**src/rtl/irq_pkg.sv**
```systemverilog
package irq_pkg;

    localparam int NUM_SRC   = 7;
    localparam int FIELD_MAX = 8;

    // flag bit positions (visible to software through flags_o)
    localparam int B_WDOG   = 0;
    localparam int B_TEMP   = 1;
    localparam int B_GND    = 2;
    localparam int B_SENSE  = 3;
    localparam int B_SUPPLY = 4;
    localparam int B_CAN    = 5;
    localparam int B_LIN    = 6;

    typedef logic [NUM_SRC-1:0] src_vec_t;

    // detection rule applied by a channel
    typedef enum logic [0:0] {
        DET_FALL   = 1'b0,   // any bit goes 1 -> 0
        DET_CHANGE = 1'b1    // any bit differs from previous sample
    } det_e;

    function automatic logic field_event(
        input det_e                 kind,
        input logic [FIELD_MAX-1:0] old_v,
        input logic [FIELD_MAX-1:0] new_v
    );
        if (kind == DET_FALL) return |(old_v & ~new_v);
        return |(old_v ^ new_v);
    endfunction

endpackage

```
**src/rtl/irq_sync.sv**
```systemverilog
module irq_sync #(
    parameter int W      = 1,
    parameter int STAGES = 2
) (
    input  logic         clk,
    input  logic         rst,
    input  logic [W-1:0] d_i,
    output logic [W-1:0] q_o
);
    logic [STAGES-1:0][W-1:0] chain_q;

    always_ff @(posedge clk) begin
        if (rst) begin
            chain_q <= '0;
        end else begin
            chain_q[0] <= d_i;
            for (int s = 1; s < STAGES; s++) begin
                chain_q[s] <= chain_q[s-1];
            end
        end
    end

    assign q_o = chain_q[STAGES-1];
endmodule

```
**src/rtl/irq_src_chan.sv**
```systemverilog
module irq_src_chan
    import irq_pkg::*;
#(
    parameter int   W      = 1,
    parameter int   STAGES = 2,
    parameter det_e KIND   = DET_CHANGE
) (
    input  logic         clk,
    input  logic         rst,
    input  logic         armed_i,
    input  logic [W-1:0] raw_i,
    output logic         event_o
);
    logic [W-1:0] synced;
    logic [W-1:0] prev_q;
    logic [FIELD_MAX-1:0] old_x, new_x;

    irq_sync #(.W(W), .STAGES(STAGES)) u_sync (
        .clk (clk),
        .rst (rst),
        .d_i (raw_i),
        .q_o (synced)
    );

    always_ff @(posedge clk) begin
        if (rst) prev_q <= '0;
        else     prev_q <= synced;
    end

    always_comb begin
        old_x = '0;
        new_x = '0;
        old_x[W-1:0] = prev_q;
        new_x[W-1:0] = synced;
    end

    assign event_o = armed_i & field_event(KIND, old_x, new_x);
endmodule

```
**src/rtl/irq_flag_bank.sv**
```systemverilog
module irq_flag_bank
    import irq_pkg::*;
(
    input  logic     clk,
    input  logic     rst,
    input  src_vec_t ev_i,
    input  src_vec_t en_i,
    input  logic     rd_i,
    output src_vec_t flags_o
);
    src_vec_t flags_q;
    src_vec_t gated;

    assign gated = ev_i & en_i;

    always_ff @(posedge clk) begin
        if (rst)       flags_q <= '0;
        else if (rd_i) flags_q <= gated;
        else           flags_q <= flags_q | gated;
    end

    assign flags_o = flags_q;

    // a newly set flag needs its enable in the previous cycle
    assert_disabled_silent_R8: assert property (@(posedge clk) disable iff (rst)
        1'b1 |=> ((flags_o & ~$past(flags_o) & ~$past(en_i)) == '0));

    // without a read no flag drops
    assert_flags_sticky_R9: assert property (@(posedge clk) disable iff (rst)
        !rd_i |=> ((flags_o & $past(flags_o)) == $past(flags_o)));

    // after a read only same-cycle enabled events survive
    assert_read_clears_R10: assert property (@(posedge clk) disable iff (rst)
        rd_i |=> ((flags_o & ~$past(ev_i & en_i)) == '0));
endmodule

```
**src/rtl/irq_collector.sv**
```systemverilog
module irq_collector
    import irq_pkg::*;
#(
    parameter int CAN_W       = 2,
    parameter int LIN_W       = 2,
    parameter int SUP_W       = 3,
    parameter int SYNC_STAGES = 2
) (
    input  logic             clk,
    input  logic             rst,
    input  logic             sense_i,
    input  logic [CAN_W-1:0] can_fail_i,
    input  logic [LIN_W-1:0] lin_fail_i,
    input  logic             temp_warn_i,
    input  logic             gnd_shift_i,
    input  logic [SUP_W-1:0] supply_fail_i,
    input  logic             wdog_ovf_i,
    input  logic             standby_i,
    input  logic [6:0]       irq_en_i,
    input  logic             rd_stb_i,
    output logic [6:0]       flags_o,
    output logic             irq_n_o,
    output logic             reset_req_o
);
    localparam int PRIME = SYNC_STAGES + 1;
    localparam int CNT_W = $clog2(PRIME + 1);

    logic [CNT_W-1:0] prime_q;
    logic             armed;
    src_vec_t         ev;
    src_vec_t         flags;
    logic             reset_req_q;

    // detection stays off until the synchroniser chain and previous sample hold real data
    always_ff @(posedge clk) begin
        if (rst)         prime_q <= '0;
        else if (!armed) prime_q <= prime_q + 1'b1;
    end
    assign armed = (prime_q == CNT_W'(PRIME));

    irq_src_chan #(.W(1), .STAGES(SYNC_STAGES), .KIND(DET_FALL)) u_sense (
        .clk(clk), .rst(rst), .armed_i(armed), .raw_i(sense_i), .event_o(ev[B_SENSE]));

    irq_src_chan #(.W(CAN_W), .STAGES(SYNC_STAGES), .KIND(DET_CHANGE)) u_can (
        .clk(clk), .rst(rst), .armed_i(armed), .raw_i(can_fail_i), .event_o(ev[B_CAN]));

    irq_src_chan #(.W(LIN_W), .STAGES(SYNC_STAGES), .KIND(DET_CHANGE)) u_lin (
        .clk(clk), .rst(rst), .armed_i(armed), .raw_i(lin_fail_i), .event_o(ev[B_LIN]));

    irq_src_chan #(.W(1), .STAGES(SYNC_STAGES), .KIND(DET_CHANGE)) u_temp (
        .clk(clk), .rst(rst), .armed_i(armed), .raw_i(temp_warn_i), .event_o(ev[B_TEMP]));

    irq_src_chan #(.W(1), .STAGES(SYNC_STAGES), .KIND(DET_CHANGE)) u_gnd (
        .clk(clk), .rst(rst), .armed_i(armed), .raw_i(gnd_shift_i), .event_o(ev[B_GND]));

    irq_src_chan #(.W(SUP_W), .STAGES(SYNC_STAGES), .KIND(DET_FALL)) u_supply (
        .clk(clk), .rst(rst), .armed_i(armed), .raw_i(supply_fail_i), .event_o(ev[B_SUPPLY]));

    // watchdog routing: interrupt only in standby, otherwise a reset request
    assign ev[B_WDOG] = wdog_ovf_i & standby_i;

    always_ff @(posedge clk) begin
        if (rst) reset_req_q <= 1'b0;
        else     reset_req_q <= wdog_ovf_i & ~(standby_i & irq_en_i[B_WDOG]);
    end

    irq_flag_bank u_flags (
        .clk     (clk),
        .rst     (rst),
        .ev_i    (ev),
        .en_i    (irq_en_i),
        .rd_i    (rd_stb_i),
        .flags_o (flags)
    );

    assign flags_o     = flags;
    assign irq_n_o     = ~(|flags);
    assign reset_req_o = reset_req_q;

    assert_wdog_irq_R6: assert property (@(posedge clk) disable iff (rst)
        (wdog_ovf_i && standby_i && irq_en_i[B_WDOG]) |=> (flags_o[B_WDOG] && !reset_req_o));

    assert_wdog_reset_R7: assert property (@(posedge clk) disable iff (rst)
        (wdog_ovf_i && !(standby_i && irq_en_i[B_WDOG])) |=> reset_req_o);
endmodule

```
**config.mk**
```make
export PLATFORM = sky130hd
export DESIGN_NAME = irq_collector
export DESIGN_NICKNAME = d
export VERILOG_FILES = /design/src/rtl/irq_pkg.sv /design/src/rtl/irq_sync.sv /design/src/rtl/irq_src_chan.sv /design/src/rtl/irq_flag_bank.sv /design/src/rtl/irq_collector.sv
export SDC_FILE = /design/constraint.sdc
export NUM_CORES = 1
export LEC_CHECK = 0
export BUFFER_PORTS_ARGS = -buffer_cell sky130_fd_sc_hd__buf_2
export CAP_MARGIN = 20
export CELL_PAD_IN_SITES_DETAIL_PLACEMENT = 0
export CELL_PAD_IN_SITES_GLOBAL_PLACEMENT = 1
export CORE_MARGIN = 2
export CORE_UTILIZATION = 39
export DETAILED_ROUTE_END_ITERATION = 10
export PLACE_DENSITY = 0.83
export RECOVER_POWER = 50
export SLEW_MARGIN = 40
export SYNTH_ARGS = -nofsm -noshare
export SYNTH_HDL_FRONTEND = slang
export SYNTH_SLANG_ARGS = --single-unit
```
**constraint.sdc**
```tcl
create_clock -name clk -period 1.75 [get_ports clk]
set_clock_uncertainty 0.15 [all_clocks]
set_input_delay 0.35 -clock clk [delete_from_list [all_inputs] [get_ports clk]]
set_output_delay 0.35 -clock clk [all_outputs]
set_load 0.005 [all_outputs]
```
==> impl_metrics.ini <==
[run_status]
status = complete, but fails checks
failed_checks = setup timing

[global_route]
antenna_found_initial = 0
grt_max_degree = 41
grt_pass1_vias = 786
grt_usage_pct = 12.0
grt_pass1_wl_um = 3110
overflow = 0

[worst_setup_path]
cpPeakStageDelay_ps = 520
startpoint_type = flip-flop
cp_data_required_time_ps = 1250
criticalPathCategory = flip-flop to output pin
slowest_stage = or4_4
ff2ff_path_depth = 3
crit_chain = or4_4 -> nor4_2 -> buf_2
endpoint_kind = output pin
cp.arrival_ps = 1470
crit_fanout = 2

[die]
core_area_mm2 = 0.00308
die_area_mm2 = 0.00371
pin_count = 31
die_width_um = 60.9
die_h_um = 60.9
start_util_pct = 41.0
num_rows = 20

[detailed_routing]
vias = 840
drtAntennaViolNets = 0
wl_um = 1900
viasPerCell = 4.42
drtIter0Drc = 14
first_pass_iters = 2
drc_errors = 0
avgRoutedWirePerCell_um = 9.98

[timing]
fin_ws_ps = -218
worstMarginPinSlew_ps = 749
hold_viol = 0
period_needed_ps = 1970
setup-violations-final = 1
slew_headroom_pct = 50.0
drv_slew = 0
rsz0062_at_grt = yes
finalCritPeriodShare_pct = 112
tns_ps = -218
max_freq_ghz = 0.508

[yosys]
synth_top_family_by_area = simple AND/OR/NAND/NOR gates
synth_top_area_share_pct = 63.4
yosysSeqAreaShare_pct = 63.4
synth.net_count = 135
synth_xor_area_share_pct = 4.86
synth.area.top_cells = dfxtp_1 (63%), nor2b_1 (16%), xor2_1 (4.9%), a32oi_1 (2.1%), a21oi_1 (1.6%)
synth_seq_cells = 40
synth_top_area_cell = dfxtp_1
yosys.area_share.adder_pct = 0.991
synthSimpleGateAreaFrac_pct = 21.6
avgSynthCellArea_um2 = 11.3
yosysWarnings = 0
synth.mux.area_fraction_pct = 0.793
syn_area_mm2 = 0.00126
syn_inst = 112
synth_compound_area_share_pct = 6.14
synth_cell_types = 19

[clocking]
cts_root_buf = clkbuf_4
cts_tree = built
cts_buffer_depth = 2
cts_inserted_buffers = 5
h-tree-depth = 2
clk-insertion-delay-late_ps = 340
clkSinkCount = 40
holdBufCountCts = 0
path_clk_slew_ps = 100

[power_and_ir_drop]
peakVddDrop_mv = 0.621
power_density_mw_per_mm2 = 1080
p_total_mw = 1.65
power.leakage_nw = 0.693

[placed_design]
place_congestion = 0.698
dp_hpwl_um = 1290
portBuffers = 30

[hold_path]
holdPathStages = 2
hold_class = input port to flip-flop

[layout]
final_common_cell = dfxtp_1
nNetsFinal = 168
layout_common_cells = dfxtp_1 (39), nor2b_1 (33), buf_2 (29), xor2_1 (7)
antenna_cells = 0
n_fill_cell = 299
syn_to_final_growth_pct = 21.4
drive_gt1_share_pct = 28.1

[job]
max_cap_violations = 0
[synth_stat cells]
master	n
dfxtp_1	40
nor2_1	5
a211oi_1	1
buf_1	1
or4_4	1
a21oi_1	4
nand4b_1	1
o211ai_1	2
nand2_1	4
nor4_2	1
ha_1	1
buf_2	1
nor2b_1	33
a32oi_1	3
mux2i_1	1
xor2_1	7
clkbuf_1	3
inv_1	2
o311ai_1	1
[path summary, 6_finish.rpt]
path                                start                   to  slack (ps)
setup / recovery       u_flags.flags_o[1]              irq_n_o        -220
hold / removal                  standby_i          reset_req_o          50
setup reg to reg               prime_q[0]   u_flags.flags_o[4]         440
hold reg to reg   u_lin.u_sync.chain_q[1]  u_lin.u_sync.q_o[1]         300
[area by class of cell]
cell class | instances | area, um2 | area share (%)
sequential | 40 | 802 | 52.3
multi-input combinational | 65 | 434 | 28.3
timing repair buffer | 31 | 158 | 10.3
tap | 44 | 55.1 | 3.59
clock buffer | 6 | 41.3 | 2.69
clock inverter | 2 | 35.0 | 2.29
inverter | 2 | 7.51 | 0.490
[through the flow]
| stage | cell area [um2] | hold WS, ps | util [%] | worst slack [ps] | instances |
|---|---|---|---|---|---|
| 2_1_floorplan | 1260 | 264 | - | 252 | 112 |
| 3_3_place_gp | 1450 | 270 | 47.0 | 160 | 181 |
| 3_5_place_dp | 1450 | 274 | 47.0 | 139 | 181 |
| 4_1_cts | 1530 | 30.6 | 49.8 | -232 | 190 |
| 5_1_grt | 1530 | 27.5 | 49.8 | -294 | 190 |
| 6_report | 1530 | 49.4 | 49.8 | -218 | 190 |
[registers in the layout, summed over array words and instances (netlist names), 2 cells and up]
register,cells
u_lin.prev_q,2
u_supply.u_sync.q_o,3
u_supply.prev_q,3
u_lin.u_sync.q_o,2
u_can.prev_q,2
u_can.u_sync.q_o,2
u_flags.flags_o,7
prime_q,2
u_lin.u_sync.chain_q,2
u_supply.u_sync.chain_q,3
u_can.u_sync.chain_q,2
[logic make-up (layout without fill, tap and decap cells)]
logic type               Yosys count  count (layout)
AND/OR/NAND/NOR                   45              45
adder cells (fa/ha/maj)            1               1
AO/OA/AOI/OAI                     11              11
buffers and inverters              7              41
multiplexers                       1               1
flip-flops                        40              40
XOR/XNOR                           7               7
[timing repair]
action	4_1_cts	5_1_grt
gates cloned	0	0
gates resized for setup	1	0
endpoints found under the setup margin	1	1
endpoints found under the hold margin	0	0
buffers inserted	1	0
[metal layers]
layer  GRT usage [%]  up-vias  part of all wire, %
met3            6.40        4                  8.9
met2            20.3       30                   46
met1            11.9      376                   43
met4            6.52        0                  2.0
li1                -      430                    -
met5               0        -                    0
[worst max-delay path: cells and delay by family, from the launching register on]
family	cells	cell delay, ps
AND/OR/NAND/NOR	2	650
flip-flops	1	330
buffers and inverters	1	150
[power breakdown]
part           switching (mW)  leakage [nW]  internal, mW
clock                   0.274        0.0422         0.300
combinational          0.0505         0.322        0.0588
sequential             0.0171         0.329         0.952
total                   0.342         0.693          1.31
No activity file was read; power rests on OpenSTA's default activity.
